`src/rtl/smul_pkg.sv`:
```
package smul_pkg;
  // token that walks up the cell chain, one register per cell
  typedef struct packed {
    logic vld;  // a digit step is present
    logic dig;  // the multiplier digit for this step
    logic lst;  // final digit (least significant) of the operand
  } wave_t;

  typedef enum logic [1:0] {
    ST_IDLE = 2'd0,
    ST_RUN  = 2'd1,
    ST_SEND = 2'd2
  } phase_t;
endpackage

```
`src/rtl/smul_cell.sv`:
```
module smul_cell
  import smul_pkg::*;
(
  input  logic  clk,
  input  logic  rst_n,
  input  logic  clr,
  input  wave_t tok_in,
  input  logic  b_bit,
  input  logic  p_in,
  input  logic  c_in,
  output wave_t tok_out,
  output logic  sum_o,
  output logic  shift_o,
  output logic  carry_o
);
  wave_t      tok_q;
  logic       sum_q;
  logic       shift_q;
  logic       carry_q;
  logic [1:0] add;

  // new bit = neighbour's previous bit (doubling) + digit*b + neighbour carry
  always_comb begin
    add = {1'b0, p_in} + {1'b0, tok_in.dig & b_bit} + {1'b0, c_in};
  end

  always_ff @(posedge clk or negedge rst_n) begin
    if (!rst_n) begin
      tok_q   <= '0;
      sum_q   <= 1'b0;
      shift_q <= 1'b0;
      carry_q <= 1'b0;
    end else if (clr) begin
      tok_q   <= '0;
      sum_q   <= 1'b0;
      shift_q <= 1'b0;
      carry_q <= 1'b0;
    end else begin
      tok_q <= tok_in;
      if (tok_in.vld) begin
        sum_q   <= add[0];
        carry_q <= add[1];
        shift_q <= sum_q;
      end
    end
  end

  assign tok_out = tok_q;
  assign sum_o   = sum_q;
  assign shift_o = shift_q;
  assign carry_o = carry_q;
endmodule

```
`src/rtl/smul_feed.sv`:
```
module smul_feed
  import smul_pkg::*;
#(
  parameter int OPW = 8
) (
  input  logic           clk,
  input  logic           rst_n,
  input  logic           start,
  input  logic [OPW-1:0] op_a,
  input  logic [OPW-1:0] op_b,
  input  wave_t          tail,
  input  logic           fin,
  output wave_t          head,
  output logic [OPW-1:0] b_hold,
  output logic           clr,
  output logic           cap,
  output logic           busy,
  output logic           done
);
  localparam int CW = $clog2(OPW + 1);

  phase_t         phase;
  logic [OPW-1:0] a_sh;
  logic [CW-1:0]  issued;
  logic           unused_tail_dig;

  assign unused_tail_dig = tail.dig;

  assign clr  = start && (phase == ST_IDLE);
  assign cap  = (phase == ST_RUN) && tail.vld && tail.lst;
  assign busy = (phase != ST_IDLE);

  always_comb begin
    head.vld = (phase == ST_RUN) && (issued < CW'(OPW));
    head.dig = a_sh[OPW-1];
    head.lst = (issued == CW'(OPW - 1));
  end

  always_ff @(posedge clk or negedge rst_n) begin
    if (!rst_n) begin
      phase  <= ST_IDLE;
      a_sh   <= '0;
      b_hold <= '0;
      issued <= '0;
      done   <= 1'b0;
    end else begin
      done <= cap;
      case (phase)
        ST_IDLE: begin
          if (start) begin
            phase  <= ST_RUN;
            a_sh   <= op_a;
            b_hold <= op_b;
            issued <= '0;
          end
        end
        ST_RUN: begin
          if (head.vld) begin
            a_sh   <= a_sh << 1;
            issued <= issued + 1'b1;
          end
          if (cap) phase <= ST_SEND;
        end
        ST_SEND: begin
          if (fin) phase <= ST_IDLE;
        end
        default: phase <= ST_IDLE;
      endcase
    end
  end
endmodule

```
`src/rtl/smul_ser.sv`:
```
module smul_ser #(
  parameter int W = 16
) (
  input  logic         clk,
  input  logic         rst_n,
  input  logic         cap,
  input  logic [W-1:0] prod,
  input  logic         ready,
  output logic         valid,
  output logic         data,
  output logic         last,
  output logic         fin
);
  localparam int CW = $clog2(W + 1);

  logic [W-1:0]  sh;
  logic [CW-1:0] left;

  assign valid = (left != '0);
  assign data  = sh[0];
  assign last  = (left == CW'(1));
  assign fin   = valid && ready && last;

  always_ff @(posedge clk or negedge rst_n) begin
    if (!rst_n) begin
      sh   <= '0;
      left <= '0;
    end else if (cap) begin
      sh   <= prod;
      left <= CW'(W);
    end else if (valid && ready) begin
      sh   <= sh >> 1;
      left <= left - 1'b1;
    end
  end
endmodule

```
`src/rtl/shiftadd_systolic_mul.sv`:
```
module shiftadd_systolic_mul #(
  parameter int OPW = 8
) (
  input  logic           clk,
  input  logic           rst_n,
  input  logic           start,
  input  logic [OPW-1:0] op_a,
  input  logic [OPW-1:0] op_b,
  output logic           busy,
  output logic           done,
  output logic           res_valid,
  input  logic           res_ready,
  output logic           res_data,
  output logic           res_last
);
  localparam int CELLS = 2 * OPW;

  smul_pkg::wave_t  wave [CELLS+1];
  logic [OPW-1:0]   b_hold;
  logic             clr;
  logic             cap;
  logic             fin;
  logic [CELLS-1:0] sum_v;
  logic [CELLS-1:0] shift_v;
  logic [CELLS-1:0] carry_v;
  logic             unused_top;

  // the top cell's forwarded bit and carry have no consumer
  assign unused_top = shift_v[CELLS-1] ^ carry_v[CELLS-1];

  smul_feed #(.OPW(OPW)) u_feed (
    .clk    (clk),
    .rst_n  (rst_n),
    .start  (start),
    .op_a   (op_a),
    .op_b   (op_b),
    .tail   (wave[CELLS]),
    .fin    (fin),
    .head   (wave[0]),
    .b_hold (b_hold),
    .clr    (clr),
    .cap    (cap),
    .busy   (busy),
    .done   (done)
  );

  generate
    for (genvar j = 0; j < CELLS; j++) begin : g_cell
      logic p_in;
      logic c_in;
      logic b_in;

      if (j == 0) begin : g_base
        assign p_in = 1'b0;
        assign c_in = 1'b0;
      end else begin : g_link
        assign p_in = shift_v[j-1];
        assign c_in = carry_v[j-1];
      end

      if (j < OPW) begin : g_mul
        assign b_in = b_hold[j];
      end else begin : g_ext
        assign b_in = 1'b0;
      end

      smul_cell u_cell (
        .clk     (clk),
        .rst_n   (rst_n),
        .clr     (clr),
        .tok_in  (wave[j]),
        .b_bit   (b_in),
        .p_in    (p_in),
        .c_in    (c_in),
        .tok_out (wave[j+1]),
        .sum_o   (sum_v[j]),
        .shift_o (shift_v[j]),
        .carry_o (carry_v[j])
      );
    end
  endgenerate

  smul_ser #(.W(CELLS)) u_ser (
    .clk   (clk),
    .rst_n (rst_n),
    .cap   (cap),
    .prod  (sum_v),
    .ready (res_ready),
    .valid (res_valid),
    .data  (res_data),
    .last  (res_last),
    .fin   (fin)
  );
endmodule

```
`config.mk`:
```
export PLATFORM = sky130hd
export DESIGN_NAME = shiftadd_systolic_mul
export DESIGN_NICKNAME = d
export VERILOG_FILES = /design/src/rtl/smul_pkg.sv /design/src/rtl/smul_cell.sv /design/src/rtl/smul_feed.sv /design/src/rtl/smul_ser.sv /design/src/rtl/shiftadd_systolic_mul.sv
export SDC_FILE = /design/constraint.sdc
export NUM_CORES = 1
export LEC_CHECK = 0
export BUFFER_PORTS_ARGS = -buffer_cell sky130_fd_sc_hd__buf_2
export CAP_MARGIN = 15
export CORE_ASPECT_RATIO = 1.5
export CORE_UTILIZATION = 55
export DETAILED_ROUTE_END_ITERATION = 10
export HOLD_SLACK_MARGIN = 0.02
export PLACE_DENSITY = 0.75
export SYNTH_ARGS = -nofsm -noshare
export SYNTH_HDL_FRONTEND = slang
export SYNTH_SLANG_ARGS = --single-unit
```
`constraint.sdc`:
```
create_clock -name clk -period 3.2 [get_ports clk]
set_input_delay 0.64 -clock clk [delete_from_list [all_inputs] [get_ports clk]]
set_output_delay 0.64 -clock clk [all_outputs]
set_load 0.02 [all_outputs]
```
==> flow_summary.html, run 1 <==
<table>
<tr><th>Metric</th><th>Value</th></tr>
<tr><th colspan="2">Synthesis</th></tr>
<tr><td>Mean post-synth cell area</td><td>12.3 µm²</td></tr>
<tr><td>Most instantiated cells after synthesis</td><td>128 x dfrtp_1, 51 x mux2i_1, 51 x nor2_1</td></tr>
<tr><td>Flops &amp; latches, synth</td><td>128</td></tr>
<tr><td>Yosys Warn Count</td><td>0</td></tr>
<tr><td>Gate count of the mapped netlist</td><td>443</td></tr>
<tr><td>Share of synthesized registers carrying an async set or reset</td><td>100%</td></tr>
<tr><td>Synthesized netlist net count</td><td>480</td></tr>
<tr><td>Synth Flop Type</td><td>dfrtp_1</td></tr>
<tr><td>Fraction of post-synthesis cell area in the top cell type by area</td><td>58.9%</td></tr>
<tr><td>Post-synthesis instance area</td><td>5440 µm²</td></tr>
<tr><td>Post-synthesis cell type with the largest combined area</td><td>dfrtp_1</td></tr>
<tr><td>Top post-synthesis cells by area</td><td>dfrtp_1 59%, mux2i_1 9.4%, nor2b_1 4.4%</td></tr>
<tr><td>Count leader, synth</td><td>dfrtp_1</td></tr>
<tr><td>EDFF count, synth</td><td>0</td></tr>
<tr><td>Distinct cells, synth</td><td>44</td></tr>
<tr><td>Proportion of synthesized chip area in sequential cells</td><td>58.9%</td></tr>
<tr><th colspan="2">Global routing</th></tr>
<tr><td>Global-route wire length before repair</td><td>16600 µm</td></tr>
<tr><td>GRT Overall Usage</td><td>20.7%</td></tr>
<tr><td>Pin count of the biggest net entering global routing</td><td>102</td></tr>
<tr><td>Number of antenna violations at the first check in global routing</td><td>0</td></tr>
<tr><td>Overall overflow remaining after global route</td><td>0</td></tr>
<tr><td>Number of global-route vias before repair</td><td>3567</td></tr>
<tr><th colspan="2">Die</th></tr>
<tr><td>Full die area</td><td>10300 µm²</td></tr>
<tr><td>Number of placement rows</td><td>44</td></tr>
<tr><td>Core Box Area</td><td>9630 µm²</td></tr>
<tr><td>I/O pins</td><td>25</td></tr>
<tr><td>Initial cell density of the core</td><td>56.4%</td></tr>
<tr><td>Die Width</td><td>83.2 µm</td></tr>
<tr><td>Overall die height</td><td>124 µm</td></tr>
<tr><th colspan="2">Route</th></tr>
<tr><td>Iteration-0 DRC Markers</td><td>210</td></tr>
<tr><td>Initial DRT Pass Iterations</td><td>4</td></tr>
<tr><td>WL final</td><td>9430 µm</td></tr>
<tr><td>Number of nets still failing antenna checks after routing</td><td>0</td></tr>
<tr><td>Via count normalized by instance count</td><td>5.69</td></tr>
<tr><td>Average wire per cell in the routed design</td><td>15.9 µm</td></tr>
<tr><td>Via Count</td><td>3380</td></tr>
<tr><td>Number of design rule violations left after detail routing</td><td>0</td></tr>
<tr><th colspan="2">Min path</th></tr>
<tr><td>Min-delay worst type</td><td>in -&gt; async</td></tr>
<tr><th colspan="2">STA</th></tr>
<tr><td>Final-report hold violation count</td><td>0</td></tr>
<tr><td>Tightest slew margin relative to the limit</td><td>55.5%</td></tr>
<tr><td>RSZ-0062 raised after global routing</td><td>no</td></tr>
<tr><td>Minimum hold slack</td><td>117 ps</td></tr>
<tr><td>Highest clock frequency the design can meet</td><td>0.398 GHz</td></tr>
<tr><td>Slew at the pin closest to its max-slew limit</td><td>667 ps</td></tr>
<tr><td>Final slew viol count</td><td>0</td></tr>
<tr><td>Final min period</td><td>2520 ps</td></tr>
<tr><td>Fin crit share</td><td>78.6%</td></tr>
<tr><td>Count of endpoints failing setup in the final report</td><td>0</td></tr>
<tr><td>Summed negative setup slack over all endpoints</td><td>0 ps</td></tr>
<tr><td>Worst Skew</td><td>4.92 ps</td></tr>
<tr><th colspan="2">Clock tree</th></tr>
<tr><td>Clk root buf</td><td>clkbuf_16</td></tr>
<tr><td>Number of hold buffers added after CTS</td><td>0</td></tr>
<tr><td>Sink Count</td><td>128</td></tr>
<tr><td>Number of cells upsized or downsized after cts</td><td>0</td></tr>
<tr><td>Clock edge transition at the registers on the reported setup and hold paths</td><td>60 ps</td></tr>
<tr><td>TritonCTS clock tree</td><td>done</td></tr>
<tr><td>Latest clock arrival within the worst-skew pair</td><td>410 ps</td></tr>
<tr><td>Buffers inserted during post-CTS setup optimization</td><td>0</td></tr>
<tr><td>H-Tree Level Count</td><td>4</td></tr>
<tr><td>Clk buf depth</td><td>2</td></tr>
<tr><td>CTS Buf Count</td><td>17</td></tr>
<tr><th colspan="2">Placed design</th></tr>
<tr><td>Placed Area</td><td>5590 µm²</td></tr>
<tr><td>Routability Congestion</td><td>0.746</td></tr>
<tr><td>Count of input and output buffers</td><td>24</td></tr>
<tr><td>Post-detailed-placement half-perimeter wirelength</td><td>5620 µm</td></tr>
<tr><th colspan="2">Worst setup path</th></tr>
<tr><td>Setup slack, reg-to-reg</td><td>1170 ps</td></tr>
<tr><td>Category of the worst setup path launch point</td><td>register</td></tr>
<tr><td>Cells traversed along the worst timing path</td><td>inv_1 -&gt; ha_1 -&gt; nor4b_4 -&gt; inv_2 -&gt; buf_2</td></tr>
<tr><td>Top delay family on crit path</td><td>buffers and inverters</td></tr>
<tr><td>Startpoint of the most critical register-to-register path</td><td>u_feed.phase[1]$_DFFE_PN0P_</td></tr>
<tr><td>Data required time at the worst endpoint</td><td>2560 ps</td></tr>
<tr><td>Number of buffer and inverter stages on the critical path</td><td>3</td></tr>
<tr><td>Master of the slowest instance on the critical path</td><td>dfrtp_1</td></tr>
<tr><td>Worst reg2reg path endpoint</td><td>u_ser.sh[7]$_DFFE_PN0P_</td></tr>
<tr><td>Highest cell delay on the worst timing path</td><td>410 ps</td></tr>
<tr><td>Arrival time at the worst endpoint</td><td>1880 ps</td></tr>
<tr><td>Type of the setup path with the least slack</td><td>reg -&gt; out</td></tr>
<tr><td>Register-to-Register Path Depth</td><td>4</td></tr>
<tr><td>Kind of capture point of the worst setup path</td><td>output port</td></tr>
<tr><td>Top fanout value on the critical path</td><td>19</td></tr>
<tr><th colspan="2">Power and ir drop</th></tr>
<tr><td>Leakage power total</td><td>3.04 nW</td></tr>
<tr><td>Largest vdd supply drop</td><td>0.000638 V</td></tr>
<tr><td>Cell Pwr Density</td><td>984 nW/µm²</td></tr>
<tr><th colspan="2">Cells and area</th></tr>
<tr><td>Summed area of non-filler cells in the final layout</td><td>6210 µm²</td></tr>
<tr><td>Share of post-route cells with drive strength above 1</td><td>15.9%</td></tr>
<tr><td>Number of antenna cells inserted</td><td>0</td></tr>
<tr><td>Final #Nets</td><td>503</td></tr>
<tr><td>Storage element area</td><td>3200 µm²</td></tr>
<tr><td>Area of combinational cells with multiple inputs</td><td>2050 µm²</td></tr>
<tr><td>Filler Cells Inserted</td><td>726</td></tr>
<tr><td>Layout-stage area growth over the synthesis result</td><td>14.2%</td></tr>
<tr><th colspan="2">Flow run</th></tr>
<tr><td>Count of maximum capacitance violations</td><td>0</td></tr>
<tr><th colspan="2">Outcome</th></tr>
<tr><td>Result of the run</td><td>finished clean</td></tr>
</table>
## worst max path at each step
| stage | slack, ps | cells past startpoint | start | end |
|---|---|---|---|---|
| 2_1_floorplan | 1210 | 3 | u_ser.left[1]$_DFFE_PN0P_ | res_last |
| 3_3_place_gp | 1210 | 5 | u_ser.left[0]$_DFFE_PN0P_ | res_valid |
| 3_5_place_dp | 1110 | 5 | u_ser.left[0]$_DFFE_PN0P_ | res_valid |
| 4_1_cts | 680 | 5 | u_ser.left[0]$_DFFE_PN0P_ | res_valid |
| 5_1_grt | 540 | 5 | u_ser.left[0]$_DFFE_PN0P_ | res_valid |
| 6_report | 680 | 5 | u_ser.left[0]$_DFFE_PN0P_ | res_valid |
## where the power goes
| group | internal [W] | switching [W] | leakage (nW) | total, W |
|---|---|---|---|---|
| Combinational | 0.000748 | 0.000708 | 1.10 | 0.00146 |
| Sequential | 0.00220 | 0.000496 | 1.65 | 0.00269 |
| Clock | 0.00126 | 0.000697 | 0.291 | 0.00196 |
| Total | 0.00421 | 0.00190 | 3.04 | 0.00611 |
## cells by family after synthesis
| kind of cell | Yosys count | share of synthesized area [%] |
|---|---|---|
| AND/OR/NAND/NOR | 166 | 16.0 |
| flip-flops | 128 | 58.9 |
| multiplexers | 59 | 11.4 |
| AO/OA/AOI/OAI | 42 | 5.22 |
| buffers and inverters | 29 | 3.43 |
| adder cells (fa/ha/maj) | 17 | 4.74 |
| XOR/XNOR | 2 | 0.322 |
## metrics by stage
step	total power [W]	setup slack, ps	cells	util (%)
after global routing	0.00650	541	594	64.4
after CTS	0.00618	679	594	64.4
after floorplan	0.00381	1210	443	-
after global placement	0.00409	1210	562	58.1
after detailed placement	0.00417	1110	562	58.1
final	0.00611	685	594	64.4
## registers in the layout, indices dropped and copies added, names as in the netlist
signal and cells:
g_cell.u_cell.tok_out 39, g_cell.u_cell.sum_o 16, u_ser.sh 16, g_cell.u_cell.shift_o 15
g_cell.u_cell.carry_o 14, u_feed.a_sh 8, u_feed.b_hold 8, u_ser.left 5
u_feed.issued 4, u_feed.phase 2, u_feed.done 1
## layer usage
layer / GRT usage (%) / up-vias / share of wire [%]
met5: 0 / - / 0
met4: 8.84 / 0 / 1.5
met3: 5.43 / 13 / 3.1
met2: 34.8 / 75 / 52
met1: 25.5 / 1725 / 43
li1: - / 1567 / -
## layout by cell type, fill, tap and decap left out, types with 2 or more instances in the layout
cell        instances
dfrtp_1           128
mux2i_1            51
nor2_1             51
nor2b_1            38
nand2_1            35
buf_2              23
clkbuf_16          17
nand4_1            14
o211ai_1           14
a21oi_1            11
ha_1               11
nor3_1              8
and2_1              7
fa_1                6
inv_1               5
mux2_4              5
o21ai_0             5
clkinvlp_4          4
mux2_2              3
a22o_1              3
clkinv_2            3
bufinv_16           3
nor3b_4             2
or2_2               2
nand3_1             2
a211oi_1            2
clkinv_4            2
clkbuf_8            2
buf_4               2
buf_12              2
## area by class of cell
type / count / share of cell area (%)
clock inverters: 13 / 2.60
inverters: 6 / 0.363
multi-input cells: 286 / 33.1
repair buffers: 27 / 2.74
clock buffers: 19 / 7.30
flip-flops and latches: 128 / 51.6
well taps: 115 / 2.32
(Power assumes the default switching activity.)
==> inputs of run 2 (changes only) <==
PLACE_DENSITY = 0.77   (was 0.75)
clock period = 2.18 ns   (was 3.2 ns; I/O delays follow)
==> run 2 against run 1 <==
Effect of this change: critical path depth unchanged; worst hold slack better by 140 ps; register-to-register slack got worse by 830 ps; critical path type unchanged; critical endpoint unchanged; largest power group unchanged.
==> flow_summary.html, run 2 (synthesis gave the netlist of run 1 again) <==
<table>
<tr><th>Metric</th><th>Value</th></tr>
<tr><th colspan="2">Clock tree</th></tr>
<tr><td>Latest clock arrival within the worst-skew pair</td><td>410 ps (about the same)</td></tr>
<tr><td>TritonCTS clock tree</td><td>done (unchanged)</td></tr>
<tr><td>Sink Count</td><td>128 (unchanged)</td></tr>
<tr><td>Clk root buf</td><td>clkbuf_16 (unchanged)</td></tr>
<tr><td>CTS Buf Count</td><td>17 (unchanged)</td></tr>
<tr><td>Clock edge transition at the registers on the reported setup and hold paths</td><td>60 ps (about the same)</td></tr>
<tr><td>H-Tree Level Count</td><td>4 (unchanged)</td></tr>
<tr><td>Clk buf depth</td><td>2 (unchanged)</td></tr>
<tr><th colspan="2">Cells and area</th></tr>
<tr><td>Number of antenna cells inserted</td><td>0 (unchanged)</td></tr>
<tr><td>Share of post-route cells with drive strength above 1</td><td>17.4% (was 15.9%)</td></tr>
<tr><td>Area of combinational cells with multiple inputs</td><td>2050 µm² (unchanged)</td></tr>
<tr><td>Filler Cells Inserted</td><td>710 (was 726)</td></tr>
<tr><td>Utilization of the core after routing</td><td>65.2% (was 64.4%)</td></tr>
<tr><td>Storage element area</td><td>3200 µm² (unchanged)</td></tr>
<tr><td>Layout-stage area growth over the synthesis result</td><td>15.5% (was 14.2%)</td></tr>
<tr><td>Final #Nets</td><td>513 (was 503)</td></tr>
<tr><td>Summed area of non-filler cells in the final layout</td><td>6280 µm² (was 6210 µm²)</td></tr>
<tr><td>Most common cell after layout, fill and taps aside</td><td>dfrtp_1 (unchanged)</td></tr>
<tr><td>Top library cells by usage in the layout, fill and taps aside</td><td>128 x dfrtp_1, 51 x mux2i_1, 51 x nor2_1 (unchanged)</td></tr>
<tr><td>Flip-flop count of the largest register, all copies and words added</td><td>39 (unchanged)</td></tr>
<tr><th colspan="2">Global routing</th></tr>
<tr><td>Number of antenna violations at the first check in global routing</td><td>0 (unchanged)</td></tr>
<tr><td>Pin count of the biggest net entering global routing</td><td>52 (was 102)</td></tr>
<tr><td>GRT Overall Usage</td><td>20.3% (was 20.7%)</td></tr>
<tr><td>Global-route wire length before repair</td><td>16000 µm (was 16600 µm)</td></tr>
<tr><td>Number of global-route vias before repair</td><td>3436 (was 3567)</td></tr>
<tr><td>Overall overflow remaining after global route</td><td>0 (unchanged)</td></tr>
<tr><th colspan="2">Die</th></tr>
<tr><td>Overall die height</td><td>124 µm (unchanged)</td></tr>
<tr><td>Full die area</td><td>10300 µm² (unchanged)</td></tr>
<tr><td>Initial cell density of the core</td><td>56.4% (unchanged)</td></tr>
<tr><td>Die Width</td><td>83.2 µm (unchanged)</td></tr>
<tr><td>Number of placement rows</td><td>44 (unchanged)</td></tr>
<tr><td>I/O pins</td><td>25 (unchanged)</td></tr>
<tr><td>Core Box Area</td><td>9630 µm² (unchanged)</td></tr>
<tr><th colspan="2">Power and ir drop</th></tr>
<tr><td>Leakage power total</td><td>3.09 nW (was 3.04 nW)</td></tr>
<tr><td>Largest vdd supply drop</td><td>0.00111 V (was 0.000638 V)</td></tr>
<tr><td>Cell Pwr Density</td><td>1420 nW/µm² (was 984 nW/µm²)</td></tr>
<tr><td>Design Power</td><td>0.00894 W (was 0.00611 W)</td></tr>
<tr><th colspan="2">Min path</th></tr>
<tr><td>Hold Path Depth</td><td>2</td></tr>
<tr><td>Min-delay worst type</td><td>in -&gt; reg (was in -&gt; async)</td></tr>
<tr><td>Launch instance of the worst min-delay path</td><td>op_a[0]</td></tr>
<tr><th colspan="2">Placed design</th></tr>
<tr><td>Post-Place Setup Slack</td><td>463 ps (was 1110 ps)</td></tr>
<tr><td>Placed Area</td><td>5670 µm² (was 5590 µm²)</td></tr>
<tr><td>Post-detailed-placement half-perimeter wirelength</td><td>6120 µm (was 5620 µm)</td></tr>
<tr><td>Routability Congestion</td><td>0.738 (was 0.746)</td></tr>
<tr><td>Count of input and output buffers</td><td>24 (unchanged)</td></tr>
<tr><th colspan="2">Route</th></tr>
<tr><td>Via count normalized by instance count</td><td>5.51 (was 5.69)</td></tr>
<tr><td>Iteration-0 DRC Markers</td><td>115 (was 210)</td></tr>
<tr><td>Number of design rule violations left after detail routing</td><td>0 (unchanged)</td></tr>
<tr><td>Average wire per cell in the routed design</td><td>15.7 µm (was 15.9 µm)</td></tr>
<tr><td>WL final</td><td>9490 µm (was 9430 µm)</td></tr>
<tr><td>Number of nets still failing antenna checks after routing</td><td>0 (unchanged)</td></tr>
<tr><td>Initial DRT Pass Iterations</td><td>4 (unchanged)</td></tr>
<tr><td>Via Count</td><td>3326 (was 3380)</td></tr>
<tr><th colspan="2">Worst setup path</th></tr>
<tr><td>Arrival time at the worst endpoint</td><td>1660 ps (was 1880 ps)</td></tr>
<tr><td>Startpoint of the most critical register-to-register path</td><td>u_ser.left[0]$_DFFE_PN0P_ (was u_feed.phase[1]$_DFFE_PN0P_)</td></tr>
<tr><td>Type of the setup path with the least slack</td><td>reg -&gt; out (unchanged)</td></tr>
<tr><td>Startpoint of the most critical setup path</td><td>u_ser.left[0]$_DFFE_PN0P_ (unchanged)</td></tr>
<tr><td>Data required time at the worst endpoint</td><td>1740 ps (was 2560 ps)</td></tr>
<tr><td>Register-to-Register Path Depth</td><td>6 (was 4)</td></tr>
<tr><td>Top fanout value on the critical path</td><td>4 (was 19)</td></tr>
<tr><td>Kind of capture point of the worst setup path</td><td>output port (unchanged)</td></tr>
<tr><td>Category of the worst setup path launch point</td><td>register (unchanged)</td></tr>
<tr><th colspan="2">STA</th></tr>
<tr><td>Count of endpoints failing setup in the final report</td><td>0 (unchanged)</td></tr>
<tr><td>Final slew viol count</td><td>0 (unchanged)</td></tr>
<tr><td>Summed negative setup slack over all endpoints</td><td>0 ps (unchanged)</td></tr>
<tr><td>Final min period</td><td>2100 ps</td></tr>
<tr><td>Tightest slew margin relative to the limit</td><td>54.8% (was 55.5%)</td></tr>
<tr><td>Final-report hold violation count</td><td>0 (unchanged)</td></tr>
<tr><td>Highest clock frequency the design can meet</td><td>0.476 GHz</td></tr>
<tr><td>Slew at the pin closest to its max-slew limit</td><td>677 ps (was 667 ps)</td></tr>
<tr><td>Worst Skew</td><td>5.58 ps (was 4.92 ps)</td></tr>
<tr><td>Fin crit share</td><td>96.3%</td></tr>
<tr><td>RSZ-0062 raised after global routing</td><td>no (unchanged)</td></tr>
<tr><td>Worst setup margin</td><td>80.4 ps (was 685 ps)</td></tr>
<tr><th colspan="2">Outcome</th></tr>
<tr><td>Result of the run</td><td>finished clean (unchanged)</td></tr>
<tr><th colspan="2">Flow run</th></tr>
<tr><td>Count of maximum capacitance violations</td><td>0 (unchanged)</td></tr>
</table>
-- run 2: cell types whose count changed in the layout (fill, tap and decap cells not counted), sizes merged --
| cell | change |
|---|---|
| buf | +9 |
| clkbuf | -2 |
| clkinv | +2 |
| clkinvlp | +1 |
| dlygate4sd3 | +1 |
| inv | -1 |
-- run 2: final cells by class --
class | instances | share of cell area (%)
well taps | 115 | 2.29
flip-flops and latches | 128 | 51.0
clock buffers | 17 | 6.77
repair buffers | 37 | 4.14
clock inverters | 15 | 2.71
multi-input cells | 286 | 32.7
inverters | 6 | 0.359
-- run 2: final timing paths --
kind | end | slack [ps]
max | res_valid | 80
min | u_feed.a_sh[0]$_DFFE_PN0P_ | 250
max reg2reg | u_ser.sh[15]$_DFFE_PN0P_ | 340
min reg2reg | g_cell[13].u_cell.tok_out[0]$_DFF_PN0_ | 460
max in group asynchronous | g_cell[7].u_cell.sum_o$_DFFE_PN0P_ | 1000
min in group asynchronous | u_feed.b_hold[7]$_DFFE_PN0P_ | 550
-- run 2: worst max-delay path: stages, from the launching register on --
cell and delay (ps):
dfrtp_1 410, inv_1 100, ha_1 200, nor4b_4 310
inv_2 60, buf_2 160
-- run 2: timing repair --
action	CTS	global route
hold buffers	1	0
resized for setup	0	0
hold endpoints to repair	21	0
setup buffers	0	1
setup endpoints to repair	0	1
-- run 2: metal layers --
layer / up-vias / wire, µm / global-route usage, %
met5: - / 0 / 0
met4: 0 / 148 / 9.27
met3: 16 / 309 / 5.63
met2: 54 / 5000 / 35.8
met1: 1679 / 4030 / 23.2
li1: 1577 / - / -
-- run 2: report_power, final --
| part | switching (W) | internal [W] | total (W) |
|---|---|---|---|
| registers | 0.000732 | 0.00322 | 0.00396 |
| logic | 0.00104 | 0.00114 | 0.00218 |
| clock network | 0.00102 | 0.00178 | 0.00281 |
| total | 0.00280 | 0.00614 | 0.00894 |
-- run 2: per-stage QoR --
stage,hold slack (ps),instances
final,253,604
after global routing,246,604
after CTS,240,603
after detailed placement,451,570
after global placement,450,570
after floorplan,140,443
==> inputs of run 3 (changes only) <==
CORE_MARGIN = 2   (was unset)
==> run 3 against run 2 <==
Effect of this change: non-clock buffer count increased by 2; register-to-register slack improved by 100 ps; critical path depth unchanged; via count increased by 0.90%; total power increased by 1.3%; setup slack improved by 37 ps; critical path type unchanged; critical endpoint unchanged.
==> flow_summary.html, run 3 (synthesis gave the netlist of run 1 again) <==
<table>
<tr><th>Metric</th><th>Value</th></tr>
<tr><th colspan="2">Clock tree</th></tr>
<tr><td>H-Tree Level Count</td><td>4 (unchanged)</td></tr>
<tr><td>TritonCTS clock tree</td><td>done (unchanged)</td></tr>
<tr><td>Clk buf depth</td><td>2 (unchanged)</td></tr>
<tr><td>Clk root buf</td><td>clkbuf_16 (unchanged)</td></tr>
<tr><td>CTS Buf Count</td><td>17 (unchanged)</td></tr>
<tr><td>Latest clock arrival within the worst-skew pair</td><td>410 ps (about the same)</td></tr>
<tr><td>Sink Count</td><td>128 (unchanged)</td></tr>
<tr><td>Clock edge transition at the registers on the reported setup and hold paths</td><td>60 ps (about the same)</td></tr>
<tr><th colspan="2">Worst setup path</th></tr>
<tr><td>Worst setup path endpoint</td><td>res_valid (unchanged)</td></tr>
<tr><td>Data required time at the worst endpoint</td><td>1740 ps (about the same)</td></tr>
<tr><td>Startpoint of the most critical register-to-register path</td><td>u_feed.phase[1]$_DFFE_PN0P_ (was u_ser.left[0]$_DFFE_PN0P_)</td></tr>
<tr><td>Kind of capture point of the worst setup path</td><td>output port (unchanged)</td></tr>
<tr><td>Setup slack, reg-to-reg</td><td>440 ps (was 340 ps)</td></tr>
<tr><td>Category of the worst setup path launch point</td><td>register (unchanged)</td></tr>
<tr><td>Top fanout value on the critical path</td><td>4 (unchanged)</td></tr>
<tr><td>Type of the setup path with the least slack</td><td>reg -&gt; out (unchanged)</td></tr>
<tr><td>Startpoint of the most critical setup path</td><td>u_ser.left[0]$_DFFE_PN0P_ (unchanged)</td></tr>
<tr><td>Worst reg2reg path endpoint</td><td>g_cell[12].u_cell.sum_o$_DFFE_PN0P_ (was u_ser.sh[15]$_DFFE_PN0P_)</td></tr>
<tr><td>Arrival time at the worst endpoint</td><td>1630 ps (was 1660 ps)</td></tr>
<tr><td>Register-to-Register Path Depth</td><td>4 (was 6)</td></tr>
<tr><th colspan="2">STA</th></tr>
<tr><td>Final-report hold violation count</td><td>0 (unchanged)</td></tr>
<tr><td>RSZ-0062 raised after global routing</td><td>no (unchanged)</td></tr>
<tr><td>Summed negative setup slack over all endpoints</td><td>0 ps (unchanged)</td></tr>
<tr><td>Worst setup margin</td><td>117 ps (was 80.4 ps)</td></tr>
<tr><td>Final slew viol count</td><td>0 (unchanged)</td></tr>
<tr><td>Count of endpoints failing setup in the final report</td><td>0 (unchanged)</td></tr>
<tr><td>Tightest slew margin relative to the limit</td><td>69.7% (was 54.8%)</td></tr>
<tr><td>Slew at the pin closest to its max-slew limit</td><td>454 ps (was 677 ps)</td></tr>
<tr><td>Worst Skew</td><td>7.18 ps (was 5.58 ps)</td></tr>
<tr><td>Highest clock frequency the design can meet</td><td>0.485 GHz (was 0.476 GHz)</td></tr>
<tr><td>Final min period</td><td>2060 ps (was 2100 ps)</td></tr>
<tr><td>Fin crit share</td><td>94.6% (was 96.3%)</td></tr>
<tr><th colspan="2">Die</th></tr>
<tr><td>Full die area</td><td>10700 µm² (was 10300 µm²)</td></tr>
<tr><td>Initial cell density of the core</td><td>56.4% (unchanged)</td></tr>
<tr><td>Die Width</td><td>85.2 µm (was 83.2 µm)</td></tr>
<tr><td>Overall die height</td><td>126 µm (was 124 µm)</td></tr>
<tr><td>Number of placement rows</td><td>44 (unchanged)</td></tr>
<tr><td>I/O pins</td><td>25 (unchanged)</td></tr>
<tr><td>Core Box Area</td><td>9630 µm² (unchanged)</td></tr>
<tr><th colspan="2">Cells and area</th></tr>
<tr><td>Summed area of non-filler cells in the final layout</td><td>6320 µm² (was 6280 µm²)</td></tr>
<tr><td>Number of antenna cells inserted</td><td>0 (unchanged)</td></tr>
<tr><td>Top library cells by usage in the layout, fill and taps aside</td><td>128 x dfrtp_1, 51 x mux2i_1, 51 x nor2_1 (unchanged)</td></tr>
<tr><td>Layout-stage area growth over the synthesis result</td><td>16.2% (was 15.5%)</td></tr>
<tr><td>Utilization of the core after routing</td><td>65.6% (was 65.2%)</td></tr>
<tr><td>Final #Nets</td><td>515 (was 513)</td></tr>
<tr><td>Most common cell after layout, fill and taps aside</td><td>dfrtp_1 (unchanged)</td></tr>
<tr><td>Flip-flop count of the largest register, all copies and words added</td><td>39 (unchanged)</td></tr>
<tr><td>Share of post-route cells with drive strength above 1</td><td>17.9% (was 17.4%)</td></tr>
<tr><th colspan="2">Global routing</th></tr>
<tr><td>Pin count of the biggest net entering global routing</td><td>52 (unchanged)</td></tr>
<tr><td>Number of antenna violations at the first check in global routing</td><td>0 (unchanged)</td></tr>
<tr><td>Number of global-route vias before repair</td><td>3543 (was 3436)</td></tr>
<tr><td>Overall overflow remaining after global route</td><td>0 (unchanged)</td></tr>
<tr><td>Global-route wire length before repair</td><td>16800 µm (was 16000 µm)</td></tr>
<tr><td>GRT Overall Usage</td><td>20.0% (was 20.3%)</td></tr>
<tr><th colspan="2">Power and ir drop</th></tr>
<tr><td>Seq pwr share</td><td>43.8% (was 44.2%)</td></tr>
<tr><td>Design Power</td><td>0.00906 W (was 0.00894 W)</td></tr>
<tr><td>Fraction of power spent switching nets</td><td>31.3% (about the same)</td></tr>
<tr><td>Fraction of power consumed by the clock network</td><td>31.8% (was 31.4%)</td></tr>
<tr><td>Sw Pwr</td><td>0.00284 W (was 0.00280 W)</td></tr>
<tr><td>Internal power component</td><td>0.00623 W (was 0.00614 W)</td></tr>
<tr><td>Combinational power share</td><td>24.5% (was 24.4%)</td></tr>
<tr><td>Cell Pwr Density</td><td>1430 nW/µm² (was 1420 nW/µm²)</td></tr>
<tr><td>Largest vdd supply drop</td><td>0.000930 V (was 0.00111 V)</td></tr>
<tr><td>Leakage power total</td><td>3.11 nW (was 3.09 nW)</td></tr>
<tr><th colspan="2">Placed design</th></tr>
<tr><td>Count of input and output buffers</td><td>24 (unchanged)</td></tr>
<tr><td>Placed Area</td><td>5670 µm² (about the same)</td></tr>
<tr><td>Post-detailed-placement half-perimeter wirelength</td><td>6020 µm (was 6120 µm)</td></tr>
<tr><td>Post-Place Setup Slack</td><td>463 ps (about the same)</td></tr>
<tr><td>Routability Congestion</td><td>0.764 (was 0.738)</td></tr>
<tr><th colspan="2">Route</th></tr>
<tr><td>WL final</td><td>9780 µm (was 9490 µm)</td></tr>
<tr><td>Number of design rule violations left after detail routing</td><td>0 (unchanged)</td></tr>
<tr><td>Number of nets still failing antenna checks after routing</td><td>0 (unchanged)</td></tr>
<tr><td>Iteration-0 DRC Markers</td><td>168 (was 115)</td></tr>
<tr><td>Via Count</td><td>3356 (was 3326)</td></tr>
<tr><td>Via count normalized by instance count</td><td>5.54 (was 5.51)</td></tr>
<tr><td>Initial DRT Pass Iterations</td><td>7 (was 4)</td></tr>
<tr><td>Average wire per cell in the routed design</td><td>16.1 µm (was 15.7 µm)</td></tr>
<tr><th colspan="2">Flow run</th></tr>
<tr><td>Count of maximum capacitance violations</td><td>0 (unchanged)</td></tr>
<tr><th colspan="2">Outcome</th></tr>
<tr><td>Result of the run</td><td>finished clean (unchanged)</td></tr>
<tr><th colspan="2">Min path</th></tr>
<tr><td>Min-delay worst type</td><td>in -&gt; reg (unchanged)</td></tr>
</table>
run 3: power by group through the flow:
stage | clock [W] | sequential [W] | combinational (W)
after global placement | 0 | 0.00394 | 0.00209
final | 0.00288 | 0.00397 | 0.00222
after CTS | 0.00293 | 0.00397 | 0.00224
after global routing | 0.00303 | 0.00409 | 0.00252
after detailed placement | 0 | 0.00399 | 0.00219
after floorplan | 0 | 0.00379 | 0.00181
run 3: per-layer routing:
metal / wire (µm) / track usage (%)
met5: 0 / 0
met4: 137 / 7.28
met3: 306 / 5.57
met2: 5260 / 33.5
met1: 4080 / 24.9
run 3: cell type report:
type	instances	area, µm²
flip-flops and latches	128	3200
fillers	664	3310
multi-input cells	286	2060
well taps	115	144
inverters	6	22.5
clock buffers	19	453
repair buffers	39	275
clock inverters	13	161
run 3: worst min-delay path by stage:
| stage | from | to | slack [ps] | cells past startpoint |
|---|---|---|---|---|
| after global placement | rst_n | u_feed.a_sh[4]$_DFFE_PN0P_ | 370 | 1 |
| final | op_b[6] | u_feed.b_hold[6]$_DFFE_PN0P_ | 260 | 2 |
| after global routing | op_b[4] | u_feed.b_hold[4]$_DFFE_PN0P_ | 250 | 2 |
| after detailed placement | rst_n | u_feed.a_sh[4]$_DFFE_PN0P_ | 380 | 1 |
| after floorplan | rst_n | g_cell[0].u_cell.shift_o$_DFFE_PN0P_ | 140 | 0 |
| after CTS | op_b[6] | u_feed.b_hold[6]$_DFFE_PN0P_ | 240 | 2 |
run 3: what timing repair did:
action / 4_1_cts / 5_1_grt
resized for setup: 0 / 1
endpoints found under the setup margin: 0 / 2
hold endpoints to repair: 23 / 0
hold buffers: 1 / 0
buffers inserted: 0 / 2
run 3: per-stage QoR:
stage / hold WS (ps) / std cells
after floorplan: 140 / 443
after global placement: 367 / 571
after detailed placement: 378 / 571
after CTS: 242 / 604
after global routing: 250 / 606
final: 257 / 606
run 3: critical path, cell delays in order (launching register included):
cell     delay [ps]
dfrtp_1         400
inv_1            90
ha_1            220
nor4b_4         280
inv_2            70
buf_2           160
